===== src/rtl/spi_cmd_pkg.sv =====
package spi_cmd_pkg;
    localparam int BYTE_W   = 8;
    localparam int ADDR_W   = 5;
    localparam int CNT_W    = $clog2(BYTE_W);
    localparam int NREGS    = 1 << ADDR_W;
    localparam int ADDR_LSB = BYTE_W - ADDR_W;
    localparam int DIR_BIT  = 1;
    localparam int STS_BIT  = 0;

    typedef enum logic {
        PH_CMD  = 1'b0,
        PH_DATA = 1'b1
    } phase_e;
endpackage


===== src/rtl/spi_cmd_sync.sv =====
module spi_cmd_sync #(
    parameter int             W       = 3,
    parameter int             STAGES  = 2,
    parameter logic [W-1:0]   RST_VAL = '0
) (
    input  logic         clk,
    input  logic         rst_n,
    input  logic [W-1:0] async_i,
    output logic [W-1:0] sync_o
);
    logic [W-1:0] stage_q [STAGES];

    for (genvar g = 0; g < STAGES; g++) begin : g_stage
        logic [W-1:0] stage_d;
        if (g == 0) begin : g_first
            assign stage_d = async_i;
        end else begin : g_next
            assign stage_d = stage_q[g-1];
        end
        always_ff @(posedge clk or negedge rst_n) begin
            if (!rst_n) stage_q[g] <= RST_VAL;
            else        stage_q[g] <= stage_d;
        end
    end

    assign sync_o = stage_q[STAGES-1];
endmodule


===== src/rtl/spi_cmd_txshift.sv =====
module spi_cmd_txshift
    import spi_cmd_pkg::*;
(
    input  logic              clk,
    input  logic              rst_n,
    input  logic              load_i,
    input  logic [BYTE_W-1:0] data_i,
    input  logic              shift_i,
    output logic              msb_o
);
    logic [BYTE_W-1:0] tx_d, tx_q;

    always_comb begin
        tx_d = tx_q;
        if (load_i)       tx_d = data_i;
        else if (shift_i) tx_d = {tx_q[BYTE_W-2:0], 1'b0};
    end

    always_ff @(posedge clk or negedge rst_n) begin
        if (!rst_n) tx_q <= '0;
        else        tx_q <= tx_d;
    end

    assign msb_o = tx_q[BYTE_W-1];

    AST_TX_HOLD: assert property (@(posedge clk) disable iff (!rst_n)
        (!load_i && !shift_i) |=> $stable(tx_q));
endmodule


===== src/rtl/spi_cmd_core.sv =====
module spi_cmd_core
    import spi_cmd_pkg::*;
#(
    parameter logic [NREGS-1:0] FIFO_MAP = 32'h0000_0003
) (
    input  logic              clk,
    input  logic              rst_n,
    input  logic              cs_act_i,
    input  logic              sck_rise_i,
    input  logic              sck_fall_i,
    input  logic              mosi_i,
    output logic [ADDR_W-1:0] addr_o,
    output logic [BYTE_W-1:0] wr_data_o,
    output logic              reg_wr_o,
    output logic              push_o,
    output logic              reg_rd_o,
    output logic              pop_o,
    output logic              stall_o,
    output logic              stall_val_o,
    output logic              shift_o,
    output logic              oe_o
);
    localparam logic [CNT_W-1:0] LAST_BIT = CNT_W'(BYTE_W - 1);

    typedef struct packed {
        logic [CNT_W-1:0]  bit_cnt;
        phase_e            phase;
        logic [BYTE_W-1:0] rx;
        logic [ADDR_W-1:0] addr;
        logic              wr;
        logic              fifo;
        logic [BYTE_W-1:0] wdata;
        logic              reg_wr;
        logic              push;
        logic              reg_rd;
        logic              pop;
        logic              stall;
        logic              stall_val;
    } core_st_t;

    core_st_t st_d, st_q;
    logic [BYTE_W-1:0] rx_n;
    logic [ADDR_W-1:0] cmd_addr;
    logic              cmd_fifo;

    assign rx_n     = {st_q.rx[BYTE_W-2:0], mosi_i};
    assign cmd_addr = rx_n[BYTE_W-1:ADDR_LSB];
    assign cmd_fifo = FIFO_MAP[cmd_addr];

    always_comb begin
        st_d        = st_q;
        st_d.reg_wr = 1'b0;
        st_d.push   = 1'b0;
        st_d.reg_rd = 1'b0;
        st_d.pop    = 1'b0;
        st_d.stall  = 1'b0;
        if (!cs_act_i) begin
            st_d.bit_cnt = '0;
            st_d.phase   = PH_CMD;
            st_d.rx      = '0;
        end else if (sck_rise_i) begin
            st_d.rx      = rx_n;
            st_d.bit_cnt = st_q.bit_cnt + 1'b1;
            if (st_q.bit_cnt == LAST_BIT) begin
                st_d.bit_cnt = '0;
                if (st_q.phase == PH_CMD) begin
                    st_d.phase     = PH_DATA;
                    st_d.addr      = cmd_addr;
                    st_d.wr        = rx_n[DIR_BIT];
                    st_d.fifo      = cmd_fifo;
                    st_d.stall     = 1'b1;
                    st_d.stall_val = rx_n[STS_BIT];
                    st_d.reg_rd    = !rx_n[DIR_BIT] && !cmd_fifo;
                    st_d.pop       = !rx_n[DIR_BIT] && cmd_fifo;
                end else if (st_q.wr) begin
                    st_d.wdata  = rx_n;
                    st_d.reg_wr = !st_q.fifo;
                    st_d.push   = st_q.fifo;
                end else begin
                    st_d.reg_rd = !st_q.fifo;
                    st_d.pop    = st_q.fifo;
                end
            end
        end
    end

    always_ff @(posedge clk or negedge rst_n) begin
        if (!rst_n) begin
            st_q       <= '0;
            st_q.phase <= PH_CMD;
        end else begin
            st_q <= st_d;
        end
    end

    assign addr_o      = st_q.addr;
    assign wr_data_o   = st_q.wdata;
    assign reg_wr_o    = st_q.reg_wr;
    assign push_o      = st_q.push;
    assign reg_rd_o    = st_q.reg_rd;
    assign pop_o       = st_q.pop;
    assign stall_o     = st_q.stall;
    assign stall_val_o = st_q.stall_val;
    assign shift_o     = sck_fall_i && cs_act_i && (st_q.phase == PH_DATA) && (st_q.bit_cnt != '0);
    assign oe_o        = cs_act_i && (st_q.phase == PH_DATA) && !st_q.wr;

    AST_STROBE_EXCL: assert property (@(posedge clk) disable iff (!rst_n)
        $onehot0({st_q.reg_wr, st_q.push, st_q.reg_rd, st_q.pop}));
    AST_STALL_ONE: assert property (@(posedge clk) disable iff (!rst_n)
        st_q.stall |=> !st_q.stall);
    AST_PARTIAL_DROP: assert property (@(posedge clk) disable iff (!rst_n)
        !cs_act_i |=> !(st_q.reg_wr || st_q.push));
    AST_CNT_IDLE: assert property (@(posedge clk) disable iff (!rst_n)
        !cs_act_i |=> (st_q.bit_cnt == '0));
    AST_OE_AFTER_CMD: assert property (@(posedge clk) disable iff (!rst_n)
        $rose(oe_o) |-> st_q.stall);
endmodule


===== src/rtl/spi_cmd_port.sv =====
module spi_cmd_port
    import spi_cmd_pkg::*;
#(
    parameter logic [NREGS-1:0] FIFO_MAP    = 32'h0000_0003,
    parameter int               SYNC_STAGES = 2
) (
    input  logic              clk,
    input  logic              rst_n,
    input  logic              spi_sck,
    input  logic              spi_cs_n,
    input  logic              spi_mosi,
    output logic              spi_miso,
    output logic              spi_miso_oe,
    output logic [ADDR_W-1:0] addr_o,
    output logic [BYTE_W-1:0] wr_data_o,
    output logic              reg_wr_o,
    output logic              fifo_push_o,
    output logic              reg_rd_o,
    output logic              fifo_pop_o,
    input  logic [BYTE_W-1:0] rd_data_i,
    output logic              stall_wr_o,
    output logic              stall_val_o
);
    logic [2:0] pins_s;
    logic       sck_prev_q;
    logic       sck_rise, sck_fall, cs_act;
    logic       shift, oe, tx_msb;

    spi_cmd_sync #(
        .W      (3),
        .STAGES (SYNC_STAGES),
        .RST_VAL(3'b100)
    ) u_sync (
        .clk    (clk),
        .rst_n  (rst_n),
        .async_i({spi_cs_n, spi_sck, spi_mosi}),
        .sync_o (pins_s)
    );

    always_ff @(posedge clk or negedge rst_n) begin
        if (!rst_n) sck_prev_q <= 1'b0;
        else        sck_prev_q <= pins_s[1];
    end

    assign cs_act   = !pins_s[2];
    assign sck_rise = pins_s[1] && !sck_prev_q;
    assign sck_fall = !pins_s[1] && sck_prev_q;

    spi_cmd_core #(
        .FIFO_MAP(FIFO_MAP)
    ) u_core (
        .clk        (clk),
        .rst_n      (rst_n),
        .cs_act_i   (cs_act),
        .sck_rise_i (sck_rise),
        .sck_fall_i (sck_fall),
        .mosi_i     (pins_s[0]),
        .addr_o     (addr_o),
        .wr_data_o  (wr_data_o),
        .reg_wr_o   (reg_wr_o),
        .push_o     (fifo_push_o),
        .reg_rd_o   (reg_rd_o),
        .pop_o      (fifo_pop_o),
        .stall_o    (stall_wr_o),
        .stall_val_o(stall_val_o),
        .shift_o    (shift),
        .oe_o       (oe)
    );

    spi_cmd_txshift u_tx (
        .clk    (clk),
        .rst_n  (rst_n),
        .load_i (reg_rd_o || fifo_pop_o),
        .data_i (rd_data_i),
        .shift_i(shift),
        .msb_o  (tx_msb)
    );

    assign spi_miso_oe = oe;
    assign spi_miso    = oe ? tx_msb : 1'b0;
endmodule


===== config.mk =====
export PLATFORM = sky130hd
export DESIGN_NAME = spi_cmd_port
export DESIGN_NICKNAME = d
export VERILOG_FILES = /design/src/rtl/spi_cmd_pkg.sv /design/src/rtl/spi_cmd_sync.sv /design/src/rtl/spi_cmd_txshift.sv /design/src/rtl/spi_cmd_core.sv /design/src/rtl/spi_cmd_port.sv
export SDC_FILE = /design/constraint.sdc
export NUM_CORES = 1
export LEC_CHECK = 0
export BUFFER_PORTS_ARGS = -buffer_cell sky130_fd_sc_hd__buf_2
export CORE_ASPECT_RATIO = 0.5
export CORE_UTILIZATION = 35
export CTS_BUF_LIST = sky130_fd_sc_hd__clkbuf_4
export CTS_CLUSTER_DIAMETER = 100
export DETAILED_ROUTE_END_ITERATION = 16
export PLACE_DENSITY_LB_ADDON = 0.25
export SYNTH_ARGS = -nofsm -noshare
export SYNTH_HDL_FRONTEND = slang
export SYNTH_HIERARCHICAL = 1
export SYNTH_SLANG_ARGS = --single-unit
export TNS_END_PERCENT = 50

===== constraint.sdc =====
create_clock -name clk -period 1.65 [get_ports clk]
set_input_delay 0.2475 -clock clk [delete_from_list [all_inputs] [get_ports clk]]
set_output_delay 0.2475 -clock clk [all_outputs]
set_load 0.1 [all_outputs]

======== Word-level counts from Yosys, hierarchy flattened ========
Memories as Yosys holds them, arrays and structs flattened.
Index checks and enable logic that the tools add are counted.
storage, ports and cells
  RAM bits ................................ 0
  bits in latches ......................... 0
  memories kept ........................... 1
  register bits ........................... 47
  input port bits ......................... 13
  output and inout port bits .............. 21
  word-level logic and storage cells ...... 62
  memory bits (read-only) ................. 32
operators by class
  multiply operators ...................... 0
  magnitude comparators ................... 1
  equal/unequal tests ..................... 1
  reductions and logical operators ........ 24
  add/subtract/negate cells ............... 1
  mux-type cells .......................... 15
  bitwise gates (word level) .............. 2
  shift-type cells ........................ 0
  div/mod/pow operators ................... 0
memory list
  memory            words  bits a word  rd ports  clocked after memory_dff  wr ports  line                source
  (name not given)  32     1            1         0                         0         spi_cmd_core.sv:48  assign cmd_fifo = FIFO_MAP[cmd_addr];
operators by type and width
  cell                   number
  $mux W33               1
  $mux W21               1
  $mux W10               2
  $mux W8                2
  $mux W12               1
  $logic_and A1 B1 Y1    9
  $logic_not A1 Y1       7
  $mux W7                1
  $lt A5 B6 Y1 const B   1
  $mux W2                3
  $mux W6                1
  $reduce_bool A2 Y1     3
  $reduce_and A5 Y1      1
  $mux W4                1
  $reduce_and A4 Y1      1
  $add A3 B1 Y3 const B  1
  $eq A3 B3 Y1 const B   1
  $reduce_bool A3 Y1     1
  $mux W1                2
  $not A1 Y1             2
  $reduce_and A2 Y1      1
  $logic_or A1 B1 Y1     1

======== Logic depth before layout (Yosys ltp) ========
Gate-level depths: netlist of run 1.
  depth in word-level cells ............... 8
  mapped depth ............................ 8

======== Modules after synthesis ========
The synthesis of run 1 kept the hierarchy.
by module, submodules not included
  module           instances  sequential area each (um2)  cells an instance  area an instance (um2)
  spi_cmd_core     1          800.8                       112                1445.1
  spi_cmd_txshift  1          200.2                       34                 369.1
  spi_cmd_sync     1          152.6                       6                  152.6
  spi_cmd_port     1          25.0                        6                  56.3

======== Worst setup path before layout of run 1 ========
OpenSTA, ideal clock, no wires.
  kind .................................... register to output
  start ................................... register u_sync.stage_q, in the netlist u_sync/sync_o[2]
  end ..................................... output port spi_miso
  cell stages (with the launch flop) ...... 5
  path slack .............................. -1269 ps
  data arrival time ....................... 2671 ps
  buffers on the path ..................... 0
  cell sequence ........................... dfstp_2 > inv_1 > nand2_2 > nor2_1 > and2_1
on the way
  longest elaborated chain between the ends .. 4
RTL lines
  item                              line                 source
  start: declaration                spi_cmd_sync.sv:11   logic [W-1:0] stage_q [STAGES];
  start signal: indexed assignment  spi_cmd_sync.sv:22   else stage_q[g] <= stage_d;
  $logic_not A1 Y1                  spi_cmd_port.sv:45   assign cs_act = !pins_s[2];
  via cs_act                        spi_cmd_port.sv:26   logic sck_rise, sck_fall, cs_act;
  $logic_and A1 B1 Y1 (2 in a row)  spi_cmd_core.sv:105  assign oe_o = cs_act_i && (st_q.phase == PH_DATA) && !st_q.wr;
  via spi_miso_oe                   spi_cmd_port.sv:13   output logic spi_miso_oe,
  $mux W1                           spi_cmd_port.sv:80   assign spi_miso = oe ? tx_msb : 1'b0;
  end: declaration                  spi_cmd_port.sv:12   output logic spi_miso,
The timed path passes the listed nets, and every way through them passes these cells.

======== Worst setup path after layout of run 1 ========
  start ................................... register u_core/st_q[31] in the netlist's numbering
  end ..................................... register u_core.st_q, in the netlist u_core/wr_data_o[1]
on the way
  longest elaborated chain between the ends .. 2
RTL lines
  item                                line                source
  start: declaration                  spi_cmd_core.sv:41  core_st_t st_d, st_q;
  start signal: assignment            spi_cmd_core.sv:92  st_q <= st_d;
  $eq A3 B3 Y1                        spi_cmd_core.sv:64  if (st_q.bit_cnt == LAST_BIT) begin
  $reduce_and A5 Y1 (no source line)  -
Every way passes these cells.
A chain may end at the register's enable or synchronous reset.

==> results of run 1 <==
worst paths after layout:
kind | to | slack [ps] | cells after the start
worst max register to register | u_core/wr_data_o[1] | 9 | 6
worst max-delay path | u_core/wr_data_o[1] | 9 | 6
max in group asynchronous | u_core/wr_data_o[1] | 890 | 3
worst min-delay path | u_tx/tx_q[6] | 110 | 3
worst min register to register | u_sync/sync_o[2] | 370 | 0
min in group asynchronous | sck_prev_q | 310 | 2
report_power, final:
part	switching, mW	internal, mW	leakage [nW]
registers	0.00894	1.17	0.595
logic	0.0502	0.0496	0.582
clock network	0.342	0.200	0.0361
total	0.401	1.42	1.21
worst reg2reg max path: stages, from the launching register on:
cell	delay, ps
dfrtp_1	390
ha_2	200
ha_4	130
nand2_2	40
or3_4	340
buf_6	150
mux2_4	290
sequential cells by signal, indices dropped and copies added, names as in the netlist:
register / cells
u_core/wr_data_o: 8
u_tx/tx_q: 8
u_core/st_q: 6
u_core/addr_o: 5
u_core/cmd_addr: 5
u_sync/g_stage.stage_d: 3
u_sync/sync_o: 3
u_core/rx_n: 2
sck_prev_q: 1
u_core/pop_o: 1
u_core/push_o: 1
u_core/reg_rd_o: 1
u_core/reg_wr_o: 1
u_core/stall_o: 1
u_core/stall_val_o: 1
cells by family (layout without fill, tap and decap cells):
family,Yosys count,count (layout),synth area share
compound gates,11,11,0.0291
xor+xnor,1,1,0.00433
fa+ha+maj,3,3,0.0186
buf+inv,26,68,0.0847
flops,47,47,0.583
mux,32,32,0.183
simple gates,38,38,0.0977
repair_timing:
item | CTS | global route
hold buffers | 4 | 0
pin swaps | 4 | 0
setup buffers | 3 | 0
setup endpoints to repair | 12 | 21
resized for setup | 10 | 1
endpoints found under the hold margin | 12 | 0
per-layer routing:
layer / share of wire / wire, um
met5: 0 / 0
met3: 0.056 / 192
met2: 0.40 / 1360
met1: 0.54 / 1840
met4: 0.013 / 43
layout by cell type (no fill, tap or decap):
cell type | netlist | routed
nor4_1 | 1 | 1
nand3_1 | 2 | 2
mux2_1 | 1 | 1
buf_2 | 2 | 31
nor2_1 | 6 | 5
clkinv_2 | 0 | 1
xor2_1 | 1 | 1
or2_1 | 2 | 1
buf_6 | 3 | 2
mux2_2 | 7 | 7
dlygate4sd3_1 | 0 | 4
and2_1 | 2 | 1
mux2i_1 | 16 | 16
inv_4 | 0 | 1
o21ai_0 | 2 | 2
ha_2 | 0 | 1
buf_12 | 0 | 3
o21ai_1 | 7 | 7
dfstp_2 | 2 | 2
nand2_4 | 0 | 1
nor2b_1 | 10 | 10
mux2_4 | 8 | 8
dfrtp_1 | 45 | 45
clkbuf_4 | 0 | 7
ha_1 | 3 | 1
buf_4 | 13 | 13
or3_4 | 0 | 1
nand2b_1 | 2 | 2
and2_4 | 0 | 1
ha_4 | 0 | 1
nand2_1 | 10 | 9
nand2_2 | 1 | 1
a32oi_1 | 1 | 1
nor2_4 | 0 | 1
and2b_2 | 1 | 1
inv_1 | 7 | 6
or2_4 | 0 | 1
a21oi_1 | 1 | 1
cell type report:
cell class              count  area share
clock buffers               7      0.0215
well taps                  73      0.0374
flip-flops and latches     47       0.482
inverters                   7      0.0118
multi-input cells          85       0.292
repair buffers             53       0.154
clock inverters             1     0.00205
metrics by stage:
stage	setup slack [ps]	utilization	cell area [um2]	TNS [ps]	hold slack [ps]
final	8.76	0.443	2440	0	114
after global routing	-52.4	0.443	2440	-434	107
after CTS	3.05	0.443	2440	0	93.3
after detailed placement	-44.3	0.414	2280	-289	159
after global placement	16.5	0.414	2280	0	159
after floorplan	-28.9	-	2030	-28.9	-48.1
==> impl_metrics.ini, run 1 <==
[synthesis]
yosysTopAreaCellShare = 0.557
synth_most_common_cell = dfrtp_1
seq_area_frac_synth = 0.583
yosysWarnings = 6
ys_types = 28
ys_top_cells_by_area = dfrtp_1 56%, mux2i_1 7.9%, mux2_4 5.9%
async_reset_ff_frac = 1.00
yosys.area.top_type = dfrtp_1
ys_ff_latch = 47
synth_area_mm2 = 0.00202
synth_ff_type = dfrtp_1
ys_top_cells_by_count = 45 x dfrtp_1, 16 x mux2i_1, 13 x buf_4
syn-num-nets = 174
syn_inst = 158
avgSynthCellArea_um2 = 12.8
synth-edff-count = 0

[place]
routabilityCongestion = 0.662
dpl.cell_count = 258
hpwl_um = 2450
io_buffers = 33

[floorplan]
die_area_mm2 = 0.00611
initial_utilization = 0.367
die-height_um = 55.8
io_pins = 34
core_mm2 = 0.00552
num_rows = 19
dieWidth_um = 110

[routing]
drt_wl_total_um = 3440
wl_per_cell_um = 12.6
ant_nets = 0
drt_pass1_iterations = 4
drt_iter0_drc = 61
drc = 0
vias = 1212
viasPerCell = 4.44

[worst_setup_path]
critPathMaxStageDelay_ps = 390
rr_startpoint = u_core/st_q[31]
slowest_stage = dfrtp_1
cp.buffers_inverters = 1
cp_top_family = flip-flops
cp_data_required_time_ps = 1900
path_cells = ha_2 -> ha_4 -> nand2_2 -> or3_4 -> buf_6 -> mux2_4
crit_start = u_core/st_q[31]
critPathLaunchType = flip-flop
cp-end-kind = flip-flop
worstPathMaxFanout = 6
cp.arrival_ps = 1890
crit_type = flip-flop to flip-flop

[job]
maxCapViolCount = 0

[power_and_ir_drop]
powerDensity_mw_per_mm2 = 743
ir_worst_vdd_mv = 0.280
p_leak_nw = 1.21
total_power_mw = 1.82

[sta]
hold_violations = 0
fmaxAchievable_mhz = 609
relSlewSlack = 0.658
worst_pin_slew_ps = 509
slew_violations = 0
rsz0062_at_grt = yes
period_needed_ps = 1640
fin_worst_skew_ps = 10.5
setup_viol = 0
fin_crit_sh = 0.995

[clock_network]
cts.clk_slew.worst_paths_ps = 130
cts_tree = done
clkLatencyLatePin_ps = 350
htreeDepth = 2
cts.path.max_buffers = 2
cts_buffers = 5
clkSinkCount = 47
clockRootBuffer = clkbuf_4

[global_routing]
grt_first_pass_wirelength_um = 5540
grt_use_total = 0.123
grt_pass1_vias = 1099
antenna_found_initial = 0
grt.overflow.total = 0
grt_util_met3 = 0.0433
grtUsageMet1 = 0.188
top_usage_layer = met1
grt_util_met2 = 0.156
grt_max_degree = 27

[min_path]
min_from = rd_data_i[6]
hold_class = input pin to flip-flop

[status]
status = complete, no violations

[cells_and_area]
seqCellArea_mm2 = 0.00118
fillers = 524
final_cells = 273
drive_gt1_frac = 0.420
antenna_cells = 0
fin_nets = 215
syn_to_final_growth_pct = 20.8
multiInputGateArea_um2 = 713
Power figures use the tool's default switching activity.
==> inputs of run 2 (changes only) <==
--- a/config.mk
+++ b/config.mk
@@ -5,8 +5,9 @@
 export SDC_FILE = /design/constraint.sdc
 export NUM_CORES = 1
 export LEC_CHECK = 0
+export ABC_AREA = 1
 export BUFFER_PORTS_ARGS = -buffer_cell sky130_fd_sc_hd__buf_2
-export CORE_ASPECT_RATIO = 0.5
+export CORE_ASPECT_RATIO = 1.75
 export CORE_UTILIZATION = 35
 export CTS_BUF_LIST = sky130_fd_sc_hd__clkbuf_4
 export CTS_CLUSTER_DIAMETER = 100
==> run 2 against run 1 <==
Effect of this change: combinational power down 19%; critical path depth did not move; synthesized area is the same; highest routed layer unchanged; final cell count up 13%; sequential power about the same; cell area fell by 2.4%; clock power grew 57%; largest power group unchanged; setup slack worse by 1.2 ps; total power up 16%; synthesized cell count grew 27%; worst hold slack got worse by 37 ps; critical path type is now flip-flop to output port.
==> impl_metrics.ini, run 2 <==
[clock_network]
htreeDepth = 2
clockRootBuffer = clkbuf_4
cts_buffers = 5
cts.clk_slew.worst_paths_ps = 140
cts.path.max_buffers = 2
cts_tree = done
clkLatencyLatePin_ps = 360
clkSinkCount = 47

[sta]
worst_pin_slew_ps = 491
period_needed_ps = 1640
rsz0062_at_grt = yes
fin_crit_sh = 0.995
fmaxAchievable_mhz = 609
fin_hold_ws_ps = 76.6
slew_violations = 0
fin_worst_skew_ps = 13.3
hold_violations = 0
relSlewSlack = 0.675
setup_viol = 0

[synthesis]
syn_inst = 201
ys_ff_latch = 47
yosysTopAreaCellShare = 0.557
synth_ff_type = dfrtp_1
yosys.area.top_type = dfrtp_1
seq_area_frac_synth = 0.583
synthMuxAreaShare = 0
synth_compound_area_frac = 0.106
synth_area_mm2 = 0.00202
yosysWarnings = 6
synth_xor_area_frac = 0
synth-simple-area-share = 0.176
syn-num-nets = 217
ys_top_cells_by_count = 47 x nand2_1, 45 x dfrtp_1, 25 x inv_1
synth_fa_ha_area_frac = 0.0186
async_reset_ff_frac = 1.00
synth_top_family_by_area = simple AND/OR/NAND/NOR gates
ys_types = 18
avgSynthCellArea_um2 = 10.1
ys_top_cells_by_area = dfrtp_1 56%, nand2_1 8.7%, o21ai_2 6.5%
synth-edff-count = 0
synth_most_common_cell = nand2_1

[global_routing]
grt_pass1_vias = 1298
grt.overflow.total = 0
grt_max_degree = 48
grt_use_total = 0.127
antenna_found_initial = 0
grt_first_pass_wirelength_um = 5720

[place]
dpl.cell_count = 295
hpwl_um = 2430
io_buffers = 33
place_area_mm2 = 0.00222
routabilityCongestion = 0.735

[floorplan]
die_area_mm2 = 0.00610
die-height_um = 103
num_rows = 36
initial_utilization = 0.362
core_mm2 = 0.00559
io_pins = 34
dieWidth_um = 59.5

[routing]
vias = 1339
ant_nets = 0
viasPerCell = 4.33
drt_wl_total_um = 3500
wl_per_cell_um = 11.3
drt_pass1_iterations = 4
drc = 0
drt_iter0_drc = 42

[worst_setup_path]
critPathMaxStageDelay_ps = 570
cp_data_required_time_ps = 1400
cp-end-kind = output port
cp_top_family = flip-flops
critPathLaunchType = flip-flop
cp.arrival_ps = 1390
cp.buffers_inverters = 3
worstPathMaxFanout = 2
crit_type = flip-flop to output port
path_cells = inv_4 -> nand2_4 -> nor2_4 -> nand2_2 -> clkinvlp_4 -> buf_12
slowest_stage = dfstp_2

[power_and_ir_drop]
total_power_mw = 2.10
ir_worst_vdd_mv = 0.420
p_leak_nw = 1.19
powerDensity_mw_per_mm2 = 882

[cells_and_area]
fin_nets = 248
final_common_cell = nand2_1
design_area_mm2 = 0.00239
drive_gt1_frac = 0.318
syn_to_final_growth_pct = 18.0
fin_util = 0.427
final_cell_mix = 45 x nand2_1, 44 x dfrtp_1, 31 x buf_2, 23 x inv_1, 17 x nand3_1
final_cells = 309
antenna_cells = 0

[min_path]
hold_class = input pin to flip-flop

[status]
status = complete, no violations

[job]
maxCapViolCount = 0
run 2: worst register-to-register path: stages (launching register included):
cell	delay, ps
dfrtp_1	390
inv_1	50
nor2_1	230
nand2_4	150
nor2_4	160
nand2_2	220
nand2_1	140
o21ai_2	60
run 2: final timing paths:
kind	from	endpoint	slack (ps)	depth (start not counted)
hold / removal	rd_data_i[0]	u_tx/tx_q[0]	80	3
setup / recovery	u_sync/sync_o[2]	spi_miso	8	6
max in group asynchronous	rst_n	u_sync/sync_o[2]	1000	3
hold reg to reg	u_sync/g_stage[1].stage_d[0]	u_sync/sync_o[0]	350	0
min in group asynchronous	rst_n	u_core/wr_data_o[6]	380	3
setup reg to reg	u_sync/sync_o[1]	u_core/addr_o[0]	140	7
run 2: per-stage QoR:
step           worst slack (ps)  TNS [ps]
6_report                   7.56         0
2_1_floorplan             -99.4     -99.4
3_5_place_dp                161         0
4_1_cts                   -19.8     -19.8
5_1_grt                   -56.9     -65.5
3_3_place_gp                222         0
run 2: cell type report:
cell class / instances / area (um2)
Timing Repair Buffer: 41 / 278
Sequential cell: 47 / 1180
Clock inverter: 2 / 60.1
Inverter: 26 / 104
Clock buffer: 6 / 45.0
Fill cell: 573 / 3200
Multi-Input combinational cell: 111 / 626
Tap cell: 76 / 95.1
run 2: power breakdown:
group	total, mW	internal [mW]	switching [mW]
sequential	1.17	1.17	0.00612
combinational	0.0805	0.0308	0.0497
clock	0.851	0.489	0.362
run 2: cell families after synthesis:
logic type	count (synthesis)
buffers and inverters	43
and+or+nand+nor	78
AOI/OAI and AO/OA	30
DFF	47
adders and majority gates	3
run 2: routing by layer:
| metal | track usage | up-vias | part of all wire | routed length (um) |
|---|---|---|---|---|
| li1 | - | 684 | - | - |
| met1 | 0.140 | 623 | 0.43 | 1510 |
| met2 | 0.218 | 27 | 0.51 | 1770 |
| met3 | 0.0351 | 5 | 0.039 | 135 |
| met4 | 0.0659 | 0 | 0.023 | 81 |
| met5 | 0 | - | 0 | 0 |
run 2: what timing repair did:
item / in CTS / in global routing
resized for setup: 2 / 0
hold buffers: 4 / 0
setup endpoints to repair: 1 / 2
endpoints found under the hold margin: 48 / 0
pin swaps: 2 / 1
setup buffers: 2 / 0
cloned: 0 / 0
==> inputs of run 3 (changes only) <==
--- a/config.mk
+++ b/config.mk
@@ -8,7 +8,7 @@
 export ABC_AREA = 1
 export BUFFER_PORTS_ARGS = -buffer_cell sky130_fd_sc_hd__buf_2
 export CORE_ASPECT_RATIO = 1.75
-export CORE_UTILIZATION = 35
+export CORE_UTILIZATION = 28
 export CTS_BUF_LIST = sky130_fd_sc_hd__clkbuf_4
 export CTS_CLUSTER_DIAMETER = 100
 export DETAILED_ROUTE_END_ITERATION = 16
==> constraint.sdc (replaced) <==
create_clock -name clk -period 1.65 [get_ports clk]
set_input_delay 0.165 -clock clk [delete_from_list [all_inputs] [get_ports clk]]
set_output_delay 0.165 -clock clk [all_outputs]
set_load 0.1 [all_outputs]
==> run 3 against run 2 <==
Effect of this change: critical path depth unchanged; count of clock-buffer cells in the layout down 1; sequential power about the same; final cell count up 4.5%; sequential cell count unchanged; largest cell class unchanged; highest routed layer unchanged; total power up 0.48%; global-route usage down 1.8 points.
==> impl_metrics.ini, run 3 (synthesis results as in run 2) <==
[floorplan]
die-height_um = 114
core_mm2 = 0.00691
num_rows = 40
initial_utilization = 0.293
io_pins = 34
dieWidth_um = 66.3
die_area_mm2 = 0.00758

[global_routing]
grt_pass1_vias = 1347
grt.overflow.total = 0
grt_use_total = 0.109
antenna_found_initial = 0
grt_first_pass_wirelength_um = 6200
grt_max_degree = 48

[power_and_ir_drop]
power.share.combinational = 0.044
ir_worst_vdd_mv = 0.347
powerDensity_mw_per_mm2 = 864
switching_share = 0.206
p_leak_nw = 1.21
power.internal_mw = 1.68
switchingPower_uw = 435
clockPowerShare = 0.401
seqPwrFrac = 0.555

[clock_network]
clkSinkCount = 47
cts_tree = done
clockRootBuffer = clkbuf_4
htreeDepth = 2
clkLatencyLatePin_ps = 380
cts_buffers = 5
cts.clk_slew.worst_paths_ps = 150
cts.path.max_buffers = 2

[cells_and_area]
fin_nets = 254
final_cell_mix = 45 x nand2_1, 44 x dfrtp_1, 31 x buf_2, 23 x inv_1, 17 x nand3_1
antenna_cells = 0
final_common_cell = nand2_1
design_area_mm2 = 0.00245
final_cells = 323
fillers = 730
drive_gt1_frac = 0.305
syn_to_final_growth_pct = 21.0

[worst_setup_path]
cp-end-kind = output port
cp.arrival_ps = 1400
path_cells = inv_4 -> nand2_4 -> nor2_4 -> nand2_2 -> clkinvlp_4 -> buf_12
crit_type = flip-flop to output port
cp_top_family = flip-flops
cp.buffers_inverters = 3
critPathLaunchType = flip-flop
worstPathMaxFanout = 3
critPathMaxStageDelay_ps = 560
slowest_stage = dfstp_2
cp_data_required_time_ps = 1480

[routing]
drt_pass1_iterations = 4
wl_met3_um = 142
drt_wl_total_um = 3630
drc = 0
viasPerCell = 4.34
wl_per_cell_um = 11.2
top_layer = met4
vias = 1402
drt_iter0_drc = 57
wl_met2_um = 1850
m1WireLength_um = 1550
ant_nets = 0

[sta]
fin_worst_skew_ps = 19.3
worst_pin_slew_ps = 491
period_needed_ps = 1570
hold_violations = 0
rsz0062_at_grt = no
slew_violations = 0
fin_crit_sh = 0.949
relSlewSlack = 0.675
setup_viol = 0
fmaxAchievable_mhz = 639

[place]
hpwl_um = 2550
routabilityCongestion = 0.729
place_area_mm2 = 0.00222
io_buffers = 33
dpl.cell_count = 303

[min_path]
hold_class = input pin to flip-flop

[status]
status = complete, no violations

[job]
maxCapViolCount = 0
==> run 3: cell types whose count changed in the layout (fill, tap and decap cells not counted), sizes merged <==
cell | before | now
clkbuf | 6 | 5
clkinvlp | 1 | 2
dlygate4sd3 | 4 | 11
buf | 37 | 36
==> run 3: power by group through the flow <==
stage	Sequential (mW)	Combinational, mW	Clock, mW
after global routing	1.18	0.108	0.927
final	1.17	0.0936	0.848
after CTS	1.17	0.0949	0.889
after detailed placement	1.19	0.0744	0
after floorplan	1.19	0.0248	0
after global placement	1.19	0.0739	0
==> run 3: cell type report <==
class                   count  area [um2]  share of cell area
clock buffers               5        37.5              0.0153
clock inverters             3        67.6              0.0276
inverters                  26         104              0.0424
multi-input cells         111         626               0.256
flip-flops and latches     47        1180               0.482
well taps                  84         105              0.0429
repair buffers             47         328               0.134
==> run 3: path summary, 6_finish.rpt <==
check                                                   from                to  slack [ps]  cells after the start
worst max register to register              u_sync/sync_o[1]  u_core/addr_o[3]         150                      7
worst min-delay path                            rd_data_i[5]      u_tx/tx_q[5]          20                      3
worst min register to register  u_sync/g_stage[1].stage_d[0]  u_sync/sync_o[0]         360                      0
max in group asynchronous                              rst_n  u_sync/sync_o[2]        1080                      3
worst max-delay path                        u_sync/sync_o[2]          spi_miso          80                      6
min in group asynchronous                              rst_n    u_core/rx_n[1]         290                      3
==> run 3: routing by layer <==
metal / vias up / track usage
li1: 699 / -
met1: 669 / 0.132
met2: 27 / 0.174
met3: 7 / 0.0249
met4: 0 / 0.0638
met5: - / 0
==> run 3: stage by stage <==
| step | TNS [ps] | setup WS [ps] | hold slack, ps | utilization | total power, mW |
|---|---|---|---|---|---|
| after floorplan | -16.9 | -16.9 | -131 | - | 1.22 |
| after global placement | 0 | 206 | 171 | 0.321 | 1.27 |
| after detailed placement | 0 | 160 | 171 | 0.321 | 1.27 |
| after CTS | 0 | 16.3 | 1.06 | 0.352 | 2.16 |
| after global routing | 0 | 5.10 | 25.3 | 0.354 | 2.21 |
| final | 0 | 84.1 | 18.2 | 0.354 | 2.11 |
==> run 3: repair_timing <==
| action | 4_1_cts | 5_1_grt |
|---|---|---|
| endpoints found under the hold margin | 57 | 0 |
| gates cloned | 0 | 0 |
| gates resized for setup | 1 | 2 |
| setup buffers | 0 | 1 |
| hold buffers | 11 | 0 |
| endpoints found under the setup margin | 1 | 2 |
==> run 3: tightest hold or removal path: cells and delay by family <==
kind | cells | cell delay (ps)
buffers and inverters | 1 | 80
AND/OR/NAND/NOR | 2 | 130
